`src/rtl/acq_trig_pkg.sv`:
```
// Shared constants, the control word layout and a source-code helper
// for the acquisition trigger controller.
// Assumes six channels, the last two being the high-speed ones.
package acq_trig_pkg;

    localparam int DATA_W    = 16;
    localparam int CH_N      = 6;
    localparam int HS_FIRST  = 4;   // channels below this are low-speed
    localparam int LVL_W     = 3;
    localparam int SEL_W     = 3;
    localparam int FORCE_LSB = 6;
    localparam int RSVD_W    = FORCE_LSB;
    localparam logic [SEL_W-1:0] SRC_EXT = 3'b110;

    // Control word, most significant field first
    typedef struct packed {
        logic [SEL_W-1:0] src_sel;     // bits 15:13
        logic             ext_neg;     // bit 12
        logic [CH_N-1:0]  force_bits;  // bits 11:6
        logic [RSVD_W-1:0] rsvd;       // bits 5:0, always zero
    } ctrl_t;

    // True when the source code selects a real trigger source
    function automatic logic src_valid(input logic [SEL_W-1:0] sel);
        return (sel[SEL_W-1] == 1'b0) || (sel == SRC_EXT);
    endfunction

endpackage

```
`src/rtl/trig_regs.sv`:
```
// Host register file: the level register and the control register, with
// combinational readback.
// Assumes a single-cycle wr_en strobe with addr and wr_data stable at the edge.
module trig_regs
    import acq_trig_pkg::*;
#(
    parameter int ADDR_W    = 8,
    parameter int LVL_ADDR  = 0,
    parameter int CTRL_ADDR = 2
) (
    input  logic              clk,
    input  logic              rst_n,
    input  logic              wr_en,
    input  logic [ADDR_W-1:0] addr,
    input  logic [DATA_W-1:0] wr_data,
    output ctrl_t             ctrl,
    output logic [LVL_W-1:0]  level,
    output logic [DATA_W-1:0] rd_data
);
    localparam logic [ADDR_W-1:0] LVL_A  = ADDR_W'(LVL_ADDR);
    localparam logic [ADDR_W-1:0] CTRL_A = ADDR_W'(CTRL_ADDR);
    localparam logic [DATA_W-1:0] CTRL_MASK = {{(DATA_W-RSVD_W){1'b1}}, {RSVD_W{1'b0}}};

    ctrl_t             ctrl_q;
    logic [LVL_W-1:0]  level_q;

    // Purpose: capture host writes into the addressed register
    always_ff @(posedge clk) begin
        if (!rst_n) begin
            ctrl_q  <= '0;
            level_q <= '0;
        end else if (wr_en) begin
            if (addr == LVL_A)
                level_q <= wr_data[LVL_W-1:0];
            if (addr == CTRL_A)
                ctrl_q <= ctrl_t'(wr_data & CTRL_MASK);
        end
    end

    // Purpose: select the readback word, zero for unmapped offsets
    always_comb begin
        rd_data = '0;
        if (addr == LVL_A)
            rd_data = {{(DATA_W-LVL_W){1'b0}}, level_q};
        else if (addr == CTRL_A)
            rd_data = DATA_W'(ctrl_q);
    end

    assign ctrl  = ctrl_q;
    assign level = level_q;

endmodule

```
`src/rtl/trig_ext_sync.sv`:
```
// Synchronises the asynchronous external trigger and flags one edge of the
// chosen polarity for one cycle.
// Assumes that ext_in may change at any time.
module trig_ext_sync #(
    parameter int STAGES = 2
) (
    input  logic clk,
    input  logic rst_n,
    input  logic ext_in,
    input  logic falling,
    output logic edge_hit
);
    // hist[STAGES-1] is the synchronised level, hist[STAGES] its previous value
    logic [STAGES:0] hist_q;

    // Purpose: shift the input through the synchroniser and edge history
    always_ff @(posedge clk) begin
        if (!rst_n)
            hist_q <= '0;
        else
            hist_q <= {hist_q[STAGES-1:0], ext_in};
    end

    // Purpose: pick the rising or the falling transition of the synced level
    always_comb begin
        if (falling)
            edge_hit = hist_q[STAGES] & ~hist_q[STAGES-1];
        else
            edge_hit = hist_q[STAGES-1] & ~hist_q[STAGES];
    end

endmodule

```
`src/rtl/trig_fire.sv`:
```
// Detects rising force bits, selects the high-speed source and registers
// the per-channel trigger pulses, all gated by the arm inputs.
// Assumes that source codes 0..3 address the HS_FIRST low-speed channels.
module trig_fire
    import acq_trig_pkg::*;
(
    input  logic             clk,
    input  logic             rst_n,
    input  logic [CH_N-1:0]  force_bits,
    input  logic [CH_N-1:0]  arm,
    input  logic [SEL_W-1:0] src_sel,
    input  logic             ext_edge,
    output logic [CH_N-1:0]  force_rise,
    output logic [CH_N-1:0]  trig_out
);
    logic [CH_N-1:0]     force_prev_q;
    logic [CH_N-1:0]     trig_next;
    logic [CH_N-1:0]     trig_q;
    logic [HS_FIRST-1:0] lo_fire;
    logic                src_hit;

    // Purpose: remember last cycle's force bits for 0-to-1 detection
    always_ff @(posedge clk) begin
        if (!rst_n)
            force_prev_q <= '0;
        else
            force_prev_q <= force_bits;
    end

    assign force_rise = force_bits & ~force_prev_q;
    assign lo_fire    = force_rise[HS_FIRST-1:0] & arm[HS_FIRST-1:0];

    // Purpose: choose the shared source for the high-speed channels
    always_comb begin
        if (src_sel[SEL_W-1] == 1'b0)
            src_hit = lo_fire[src_sel[1:0]];
        else if (src_sel == SRC_EXT)
            src_hit = ext_edge;
        else
            src_hit = 1'b0;
    end

    for (genvar i = 0; i < CH_N; i++) begin : g_ch
        if (i < HS_FIRST) begin : g_lo
            assign trig_next[i] = force_rise[i] & arm[i];
        end else begin : g_hs
            assign trig_next[i] = (force_rise[i] | src_hit) & arm[i];
        end
    end

    // Purpose: register the trigger pulses
    always_ff @(posedge clk) begin
        if (!rst_n)
            trig_q <= '0;
        else
            trig_q <= trig_next;
    end

    assign trig_out = trig_q;

endmodule

```
`src/rtl/acq_trig_ctrl.sv`:
```
// Top of the acquisition trigger controller: register file, external trigger
// synchroniser and per-channel trigger generation.
// Assumes the host bus is synchronous to clk; ext_trig may be asynchronous.
module acq_trig_ctrl
    import acq_trig_pkg::*;
#(
    parameter int ADDR_W      = 8,
    parameter int LVL_ADDR    = 0,
    parameter int CTRL_ADDR   = 2,
    parameter int SYNC_STAGES = 2
) (
    input  logic              clk,
    input  logic              rst_n,
    input  logic              wr_en,
    input  logic [ADDR_W-1:0] addr,
    input  logic [15:0]       wr_data,
    output logic [15:0]       rd_data,
    input  logic [5:0]        arm,
    input  logic              ext_trig,
    output logic [5:0]        trig_out,
    output logic [2:0]        irq_level
);
    ctrl_t           ctrl_w;
    logic            ext_edge_w;
    logic [CH_N-1:0] force_rise_w;

    trig_regs #(
        .ADDR_W    (ADDR_W),
        .LVL_ADDR  (LVL_ADDR),
        .CTRL_ADDR (CTRL_ADDR)
    ) regs_i (
        .clk     (clk),
        .rst_n   (rst_n),
        .wr_en   (wr_en),
        .addr    (addr),
        .wr_data (wr_data),
        .ctrl    (ctrl_w),
        .level   (irq_level),
        .rd_data (rd_data)
    );

    trig_ext_sync #(
        .STAGES (SYNC_STAGES)
    ) ext_i (
        .clk      (clk),
        .rst_n    (rst_n),
        .ext_in   (ext_trig),
        .falling  (ctrl_w.ext_neg),
        .edge_hit (ext_edge_w)
    );

    trig_fire fire_i (
        .clk        (clk),
        .rst_n      (rst_n),
        .force_bits (ctrl_w.force_bits),
        .arm        (arm),
        .src_sel    (ctrl_w.src_sel),
        .ext_edge   (ext_edge_w),
        .force_rise (force_rise_w),
        .trig_out   (trig_out)
    );

endmodule

```
`config.mk`:
```
export PLATFORM = sky130hd
export DESIGN_NAME = acq_trig_ctrl
export DESIGN_NICKNAME = d
export VERILOG_FILES = /design/src/rtl/acq_trig_pkg.sv /design/src/rtl/trig_regs.sv /design/src/rtl/trig_ext_sync.sv /design/src/rtl/trig_fire.sv /design/src/rtl/acq_trig_ctrl.sv
export SDC_FILE = /design/constraint.sdc
export NUM_CORES = 1
export LEC_CHECK = 0
export BUFFER_PORTS_ARGS = -buffer_cell sky130_fd_sc_hd__buf_2
export CAP_MARGIN = 30
export CORE_MARGIN = 4
export CORE_UTILIZATION = 30
export DETAILED_ROUTE_END_ITERATION = 8
export HOLD_SLACK_MARGIN = 0.03
export SLEW_MARGIN = 40
export SYNTH_ARGS = -nofsm -noshare
export SYNTH_HDL_FRONTEND = slang
export SYNTH_HIERARCHICAL = 1
export SYNTH_SLANG_ARGS = --single-unit
```
`constraint.sdc`:
```
create_clock -name clk -period 3.6 [get_ports clk]
set_clock_uncertainty 0.2 [all_clocks]
set_input_delay 0.72 -clock clk [delete_from_list [all_inputs] [get_ports clk]]
set_output_delay 0.72 -clock clk [all_outputs]
set_load 0.005 [all_outputs]
```
Word level (Yosys, flattened, before mapping) --
Index checks and enable logic that the tools add are counted.
Operators by class: multiplexer cells 7, eq/ne operators 2, bitwise operators 15, $lt $le $gt $ge 1, reductions and logical operators 3
Operator list (count):
- $mux W16 | 2
- $and A1 B1 Y1 | 8
- $eq A8 B2 Y1 const B | 1
- $logic_not A8 Y1 | 1
- $and A6 B6 Y6 | 1
- $not A6 Y6 | 1
- $and A4 B4 Y4 | 1
- $mux W1 | 4
- $reduce_and A2 Y1 | 2
- $eq A3 B3 Y1 const B | 1
- $lt A2 B3 Y1 const B | 1
- $bmux W1 S2 | 1
- $not A1 Y1 | 2
- $or A1 B1 Y1 | 2
Storage, ports and cells: bits of input ports 34, flip-flop bits (word level) 28

Logic depth before layout (Yosys ltp) --
Gate-level depths: netlist (run 1).
depth in word-level cells 8, gate-level depth with buffers 4, depth with buffers taken out 4

Cells and area by module --
The synthesis (run 1) kept the hierarchy.
By module, submodules not included:
- trig_regs | sequential area each 260.2 µm², area an instance 718.2 µm², instances 1, cells each 86
- trig_fire | sequential area each 240.2 µm², area an instance 439.2 µm², instances 1, cells each 42
- trig_ext_sync | sequential area each 60.1 µm², area an instance 101.3 µm², instances 1, cells each 9

Least setup slack after synthesis (run 1) --
No wires, ideal clock.
kind input to output, start input port addr[5], end output port rd_data[10], data required time 2.680 ns, arrival 1.544 ns, cell stages on the path 4, setup slack 1.136 ns, buffers on the path 1, cells stage by stage nor4_2 and3_2 clkbuf_2 and2_1
On the way: longest elaborated chain between the ends 3, elaborated cells on any way between the ends 4
RTL lines:
- from (decl) | line acq_trig_ctrl.sv:15 | input logic [ADDR_W-1:0] addr,
- $eq A8 B2 Y1 | line trig_regs.sv:45 | else if (addr == CTRL_A)
- $mux W16 | line trig_regs.sv:45
- $mux W16 * | line trig_regs.sv:43 | if (addr == LVL_A)
- to (decl) | line acq_trig_ctrl.sv:17 | output logic [15:0] rd_data,
Mark *: on every way between the ends. The rest lies on a longest branch, timed or not.

Final worst setup path (run 1) --
start input port addr[5], end output port rd_data[12]
Same word-level chain as after synthesis.

==> results.cfg, run 1 <==
[worst_setup_path]
critical_path.endpoint = rd_data[12]
critical_path_arrival_ns = 1.81
path_class = in2out
regToRegStartpoint = regs_i/ctrl[9]
timing.reg2reg.worst_path_depth = 4
critPathLaunch = addr[5]
worstReg2RegEnd = fire_i/trig_out[5]
worstPathMaxFanout = 10
cp-end-kind = output port
cp-start-kind = input pin
ff2ff_setup_slack_ns = 2.27
timing.critical_path.required_ns = 2.68

[place]
placedInstanceArea_sq_mm = 0.001480
placement.setup.worst_slack_ns = 0.8542
i_o_buffers = 52
place_inst = 222
gp_congestion = 0.6355
dp.final_hpwl_microns = 1963

[synth]
synthesis.area_sq_mm = 0.001206
synthesis.yosys.warnings = 6
netlist_instances = 129
avgSynthCellArea_sq_um = 9.350

[routing]
detail_route.wl_per_cell_microns = 11.67
vias_per_cell = 4.412
postRouteWirelength_microns = 2637
ant_nets = 0
firstDrtPassIters = 4
initial_drc_count = 68
total_number_of_vias = 997
drt_drc_violations_left = 0

[finish]
num_antenna_cells = 0
layout.nets = 213
postLayoutCellArea_sq_mm = 0.001535
fraction_of_layout_cells_with_a_size_suffix_above_1_pct = 36.52
finish.cell_count_without_fillers = 226
layout.filler_cells = 388
area_growth_syn_to_layout_pct = 27.28

[floorplan]
start_util_pct = 31.98
core_region_area_sq_mm = 0.003771
die_h_microns = 71.41
num_io_pins = 59
num_rows = 22
die_width_microns = 71.41
floorplan.die_area_sq_mm = 0.005099

[timing]
worst_slew_margin_rel_pct = 51.64
final_max_slew_viol_count = 0
fin_hold_ws_ns = 0.2563
achievable-frequency_mhz = 366.0
hold_violations = 0
final.period_utilization_pct = 75.90
post-route-min-period_ns = 2.733
timing.final.setup_violations = 0
finalWorstSetupSlack_ns = 0.8675
worst_margin_pin_slew_ns = 0.7233
grt_setup_unrepaired = false
finalSetupTns_ns = 0

[clock_network]
clock_sinks = 28
clock_tree.root_cell = sky130_fd_sc_hd__clkbuf_8
cts_resized = 0
h_tree_depth = 1
post_cts.repair.setup_buffers = 0
clk_latency_ns = 0.28
tritoncts = done
cts.reportedPaths.clkPinSlew_ns = 0.09
clockBufferDepth = 2
cts_inserted_buffers = 3
post_cts_hold_buffer_count = 0

[pwr]
ir_drop_mv = 0.1146
static-leakage-power_uw = 0.0008138
powerDensity_mw_per_mm2 = 350.8

[global_route]
via_count_of_the_first_global_routing_pass = 884
grt-ovfl-total = 0
antenna_violations_before_repair = 0
grt_util_all_layers_pct = 10.46
grt_pass1_wl_microns = 4160
pin_count_of_the_biggest_net_entering_global_routing = 42

[status]
status = finished, final reports clean

[hold_path]
timing.hold.worst.class = reg2reg

[run]
maxCapViolations = 0
==> registers in the layout, indices dropped and copies added, names as in the netlist <==
register / flops
ext_i/hist_q: 3
regs_i/ctrl: 10
fire_i/trig_out: 6
fire_i/force_prev_q: 6
regs_i/level: 3
==> power by group <==
group / switching (uW) / total, uW / internal [uW]
clock network: 96.8 / 195 / 98.1
registers: 0.793 / 312 / 311
logic: 16.0 / 31.9 / 15.9
==> cell type report <==
cell class,instances,area (sq um),share of cell area (%)
Timing Repair Buffer,52,260.3,16.95
Tap cell,48,60.06,3.912
Sequential cell,28,560.5,36.51
Multi-Input combinational cell,94,599.3,39.04
Clock buffer,4,55.05,3.586
==> metrics by stage <==
| stage | power [uW] | util (%) |
|---|---|---|
| after floorplan | 334.1 | - |
| after global placement | 351.0 | 39.25 |
| after CTS | 547.3 | 40.71 |
| after global routing | 562.0 | 40.71 |
| after detailed placement | 351.0 | 39.25 |
| final | 538.6 | 40.71 |
==> placed cells by master, fill, tap and decap left out, types with 2 or more instances in the layout <==
cell and n:
sky130_fd_sc_hd__a31oi_1 2, sky130_fd_sc_hd__and2_1 21, sky130_fd_sc_hd__and3_1 3, sky130_fd_sc_hd__and3_2 2, sky130_fd_sc_hd__buf_2 52, sky130_fd_sc_hd__clkbuf_8 4, sky130_fd_sc_hd__conb_1 3, sky130_fd_sc_hd__dfxtp_1 28
sky130_fd_sc_hd__mux2i_1 13, sky130_fd_sc_hd__nand2_1 29, sky130_fd_sc_hd__nand2b_1 3, sky130_fd_sc_hd__nand4_1 2, sky130_fd_sc_hd__nand4b_1 4
==> metal layers <==
layer  up-vias  wire length, microns  GRT usage, %
li1        520                     -             -
met5         -                     0             0
met2        41                  1110         14.18
met3         4                   273         4.628
met4         0                    47         5.010
met1       432                  1206         14.01
==> worst max-delay path, stage by stage <==
cell	delay, ns
sky130_fd_sc_hd__buf_2	0.10
sky130_fd_sc_hd__nor4_2	0.36
sky130_fd_sc_hd__and3_2	0.36
sky130_fd_sc_hd__and2_1	0.16
sky130_fd_sc_hd__buf_2	0.11
==> worst min path at each step <==
stage	slack [ns]	from	depth (start not counted)	end
detailed placement	0.23	ext_i/hist_q[0]	1	ext_i/hist_q[1]
floorplan	0.21	ext_i/hist_q[0]	1	ext_i/hist_q[1]
CTS	0.26	ext_i/hist_q[0]	1	ext_i/hist_q[1]
finish	0.26	ext_i/hist_q[0]	1	ext_i/hist_q[1]
global placement	0.23	ext_i/hist_q[0]	1	ext_i/hist_q[1]
global route	0.28	ext_i/hist_q[0]	1	ext_i/hist_q[1]
Power figures use the tool's default switching activity.
==> inputs of run 2 (changes only) <==
Settings changed: ABC_AREA set to 1.
Clock period 3.6 ns to 2.8 ns, I/O delays scaled along.
==> run 2 against run 1 <==
Effect of this change:
- die area is 9.2% higher
- clock power is 25% higher
- sequential share of layout area is 2.6 points lower
- flip-flop and latch count stayed put
- wire length is 7.8% higher
- largest power group unchanged
==> results.cfg, run 2 <==
[status]
status = finished, final reports clean

[pwr]
static-leakage-power_uw = 0.0009000
ir_drop_mv = 0.3052
post-layout-total-power_uw = 695.1
powerDensity_mw_per_mm2 = 420.9

[timing]
grt_setup_unrepaired = false
post-route-min-period_ns = 2.234
fin_hold_ws_ns = 0.2192
final.period_utilization_pct = 79.80
final_max_slew_viol_count = 0
finalSetupTns_ns = 0
timing.final.setup_violations = 0
achievable-frequency_mhz = 447.5
hold_violations = 0

[run]
maxCapViolations = 0

[global_route]
pin_count_of_the_biggest_net_entering_global_routing = 27
grt_util_all_layers_pct = 10.90
grt-ovfl-total = 0
antenna_violations_before_repair = 0
via_count_of_the_first_global_routing_pass = 1106
grt_pass1_wl_microns = 4767

[clock_network]
clock_tree.root_cell = sky130_fd_sc_hd__clkbuf_8
post_cts_hold_buffer_count = 0
h_tree_depth = 1
cts_resized = 0
clockBufferDepth = 2
clk_latency_ns = 0.27
clock_sinks = 28
post_cts.repair.setup_buffers = 0
cts_inserted_buffers = 3
tritoncts = done
cts.reportedPaths.clkPinSlew_ns = 0.09

[hold_path]
count_of_cells_along_the_worst_hold_path = 2
timing.hold.worst.class = reg2reg
worst_hold_startpoint = ext_i/hist_q[0]
whs_endpoint = ext_i/hist_q[1]

[routing]
detail_route.wl_per_cell_microns = 9.264
ant_nets = 0
postRouteWirelength_microns = 2844
total_number_of_vias = 1240
initial_drc_count = 30
firstDrtPassIters = 2
drt_drc_violations_left = 0
vias_per_cell = 4.039

[finish]
commonest_cells_after_routing_fill_and_taps_aside = 54 x sky130_fd_sc_hd__inv_1, 52 x sky130_fd_sc_hd__buf_2, 37 x sky130_fd_sc_hd__nand2_1, 37 x sky130_fd_sc_hd__nor2_1, 28 x sky130_fd_sc_hd__dfxtp_1
layout.nets = 292
fraction_of_layout_cells_with_a_size_suffix_above_1_pct = 23.74
layout.filler_cells = 465
multi_input_area_sq_um = 499.2
num_antenna_cells = 0
regArea_sq_um = 560.5
largest_reg_flops = 10
layout.cells.most_common = sky130_fd_sc_hd__inv_1
area_growth_syn_to_layout_pct = 24.06

[worst_setup_path]
cp-start-kind = input pin
cp-end-kind = output port
critical_path_arrival_ns = 1.47
regToRegStartpoint = regs_i/ctrl[7]
worstReg2RegEnd = fire_i/trig_out[5]
path_class = in2out
ff2ff_setup_slack_ns = 1.62
worstPathMaxFanout = 7
critPathLaunch = addr[3]
timing.critical_path.required_ns = 2.04
timing.reg2reg.worst_path_depth = 8

[synth]
netlist_instances = 208
synthesis.yosys.warnings = 6
avgSynthCellArea_sq_um = 6.400
synthesis.area_sq_mm = 0.001331

[floorplan]
num_rows = 23
core_region_area_sq_mm = 0.004144
start_util_pct = 32.13
floorplan.die_area_sq_mm = 0.005567
num_io_pins = 59
die_h_microns = 74.62
die_width_microns = 74.62

[place]
i_o_buffers = 52
dp.final_hpwl_microns = 2110
gp_congestion = 0.6941
[run 2: changes by cell type in the layout (fill, tap and decap cells not counted), sizes merged, moves of 2 or more]
| cell | delta |
|---|---|
| nand3 | +22 |
| nand4b | -4 |
| nor2b | -2 |
| a31oi | -2 |
| inv | +55 |
| and2 | -22 |
| a21oi | +13 |
| nand2 | +9 |
| nand2b | -3 |
| and3 | -5 |
| nor2 | +38 |
| mux2i | -13 |
| and2b | -2 |
[run 2: where the power goes]
group          total, uW  switching [uW]  leakage (uW)  internal, uW
Sequential           401            1.15      0.000226           400
Combinational       50.8            28.9      0.000645          21.9
Clock                243             117     0.0000288           126
Total                695             147      0.000900           548
[run 2: critical path: stages]
cell                      delay [ns]
sky130_fd_sc_hd__buf_2          0.09
sky130_fd_sc_hd__nor2_1         0.13
sky130_fd_sc_hd__nand2_1        0.12
sky130_fd_sc_hd__nor2_2         0.25
sky130_fd_sc_hd__inv_1          0.11
sky130_fd_sc_hd__nor2_1         0.09
sky130_fd_sc_hd__buf_2          0.11
[run 2: through the flow]
step           std cells  utilization, %  worst slack, ns  area, sq um
6_report             307           39.86           0.5656         1652
5_1_grt              307           39.86           0.3578         1652
4_1_cts              307           39.86           0.5449         1652
3_5_place_dp         303           38.53           0.5501         1597
3_3_place_gp         303           38.53           0.5689         1597
2_1_floorplan        210               -           0.8777         1339
[run 2: final cells by class]
cell class	instances	area share, %
tap	50	3.788
clock buffer	4	3.333
multi-input combinational	117	30.23
timing repair buffer	53	16.21
inverter	55	12.50
sequential	28	33.94
[run 2: per-layer routing]
| layer | vias up | GRT usage (%) | share of wire (%) |
|---|---|---|---|
| met5 | - | 0 | 0 |
| met4 | 0 | 1.779 | 0.32 |
| met3 | 2 | 4.272 | 8.6 |
| met2 | 37 | 17.07 | 44 |
| met1 | 507 | 14.52 | 47 |
| li1 | 694 | - | - |
[run 2: how the worst max path moves through the flow]
| stage | to | slack, ns |
|---|---|---|
| 2_1_floorplan | rd_data[0] | 0.88 |
| 3_3_place_gp | rd_data[2] | 0.57 |
| 3_5_place_dp | rd_data[2] | 0.55 |
| 4_1_cts | rd_data[0] | 0.54 |
| 5_1_grt | rd_data[2] | 0.36 |
| 6_report | rd_data[0] | 0.57 |
==> inputs of run 3 (changes only) <==
Clock period 2.8 ns to 1.95 ns, I/O delays scaled along.
==> run 3 against run 2 <==
Effect of this change:
- count of clock-buffer cells in the layout is 1 lower
- combinational power rose by 42%
- worst setup slack worse by 0.35 ns
- critical path type unchanged
- highest routed layer unchanged
==> results.cfg, run 3 (synthesis results as in run 2) <==
[global_route]
grt_pass1_wl_microns = 4505
grt_util_all_layers_pct = 10.24
antenna_violations_before_repair = 0
grt-ovfl-total = 0
via_count_of_the_first_global_routing_pass = 1060
pin_count_of_the_biggest_net_entering_global_routing = 27

[timing]
final.period_utilization_pct = 88.72
timing.final.setup_violations = 0
grt_setup_unrepaired = false
finalWorstSetupSlack_ns = 0.2199
finalSetupTns_ns = 0
hold_violations = 0
post-route-min-period_ns = 1.730
achievable-frequency_mhz = 578.0
final_max_slew_viol_count = 0

[worst_setup_path]
cp-start-kind = input pin
critical_path.slowest_cell = sky130_fd_sc_hd__nor2_1
worstReg2RegEnd = fire_i/trig_out[5]
max_stage_delay_ns = 0.12
cp_cell_sequence = buf_2 -> nor2_1 -> nand2_2 -> nor2_4 -> inv_2 -> nor2_1 -> buf_2
ff2ff_setup_slack_ns = 0.78
timing.reg2reg.worst_path_depth = 8
path_class = in2out
cp-end-kind = output port
critical_path_arrival_ns = 1.14
worstPathMaxFanout = 10
timing.critical_path.required_ns = 1.36
critPathLaunch = addr[7]
regToRegStartpoint = regs_i/ctrl[7]

[pwr]
clkPwrFrac_pct = 41.1
ir_drop_mv = 0.4698
p_seq_share_pct = 52.4
comb_power_share_pct = 6.6
net_switching_fraction_of_the_power_pct = 19.93
p_switching_uw = 219.3
internal-power_uw = 880.9
static-leakage-power_uw = 0.0009124
powerDensity_mw_per_mm2 = 656.7

[finish]
fraction_of_layout_cells_with_a_size_suffix_above_1_pct = 24.03
area_growth_syn_to_layout_pct = 25.85
finish.cell_count_without_fillers = 308
commonest_cells_after_routing_fill_and_taps_aside = 54 x sky130_fd_sc_hd__inv_1, 52 x sky130_fd_sc_hd__buf_2, 37 x sky130_fd_sc_hd__nand2_1, 37 x sky130_fd_sc_hd__nor2_1, 28 x sky130_fd_sc_hd__dfxtp_1
finalCoreUtilization_pct = 40.43
postLayoutCellArea_sq_mm = 0.001675
largest_reg_flops = 10
layout.nets = 293
layout.cells.most_common = sky130_fd_sc_hd__inv_1
num_antenna_cells = 0

[clock_network]
post_cts_hold_buffer_count = 0
tritoncts = done
h_tree_depth = 1
cts_inserted_buffers = 3
clock_tree.root_cell = sky130_fd_sc_hd__clkbuf_8
clockBufferDepth = 2
clk_latency_ns = 0.27
clock_sinks = 28
cts.reportedPaths.clkPinSlew_ns = 0.09
post_cts.repair.setup_buffers = 0
cts_resized = 0

[place]
placedInstanceArea_sq_mm = 0.001604
place_inst = 304
i_o_buffers = 52
gp_congestion = 0.7011
placement.setup.worst_slack_ns = 0.1794
dp.final_hpwl_microns = 2079

[floorplan]
num_rows = 23
num_io_pins = 59
start_util_pct = 32.13
floorplan.die_area_sq_mm = 0.005567
die_width_microns = 74.62
core_region_area_sq_mm = 0.004144
die_h_microns = 74.62

[status]
status = finished, final reports clean

[routing]
detail_route.wl_per_cell_microns = 9.055
ant_nets = 0
vias_per_cell = 4.062
initial_drc_count = 34
postRouteWirelength_microns = 2789
total_number_of_vias = 1251
firstDrtPassIters = 4
drt_drc_violations_left = 0

[hold_path]
whs_endpoint = ext_i/hist_q[0]
timing.hold.worst.class = in2reg
count_of_cells_along_the_worst_hold_path = 3
worst_hold_startpoint = ext_trig

[run]
maxCapViolations = 0
==> run 3: worst max-delay path, delay by kind of cell <==
family	cells	cell delay (ns)
buf+inv	3	0.31
simple gates	4	0.44
==> run 3: stage by stage <==
step	hold slack, ns	power, uW
5_1_grt	0.1009	1146
2_1_floorplan	0.1900	632.9
3_3_place_gp	0.2010	662.6
3_5_place_dp	0.2054	662.9
6_report	0.09306	1100
4_1_cts	0.08594	1119
==> run 3: how the worst max path moves through the flow <==
stage                       end  slack, ns  cells after the start
floorplan            rd_data[0]       0.37                      5
global placement    rd_data[11]       0.20                      7
detailed placement  rd_data[12]       0.18                      7
CTS                 rd_data[12]       0.17                      7
global route         rd_data[1]       0.08                      7
finish              rd_data[12]       0.22                      7
==> run 3: final cells by class <==
| cell class | count | area [sq um] |
|---|---|---|
| well taps | 50 | 62.56 |
| clock inverters | 1 | 30.03 |
| inverters | 55 | 206.4 |
| repair buffers | 54 | 275.3 |
| fillers | 467 | 2469 |
| flip-flops and latches | 28 | 560.5 |
| clock buffers | 3 | 41.29 |
| multi-input cells | 117 | 499.2 |
==> run 3: layer usage <==
layer  share of wire [%]  wire, microns  vias up  global-route usage, %
li1                    -              -      696                      -
met1                  46           1285      512                  13.31
met2                  44           1240       41                  16.49
met3                 9.1            253        2                  4.272
met4                0.32              9        0                  1.186
met5                   0              0        -                      0
==> run 3: power groups by stage <==
stage | Clock [uW] | Combinational, uW | Sequential (uW)
global placement | 0 | 72.9 | 590
floorplan | 0 | 43.4 | 589
global route | 486 | 83.9 | 577
CTS | 469 | 73.4 | 577
detailed placement | 0 | 73.1 | 590
finish | 452 | 72.2 | 576
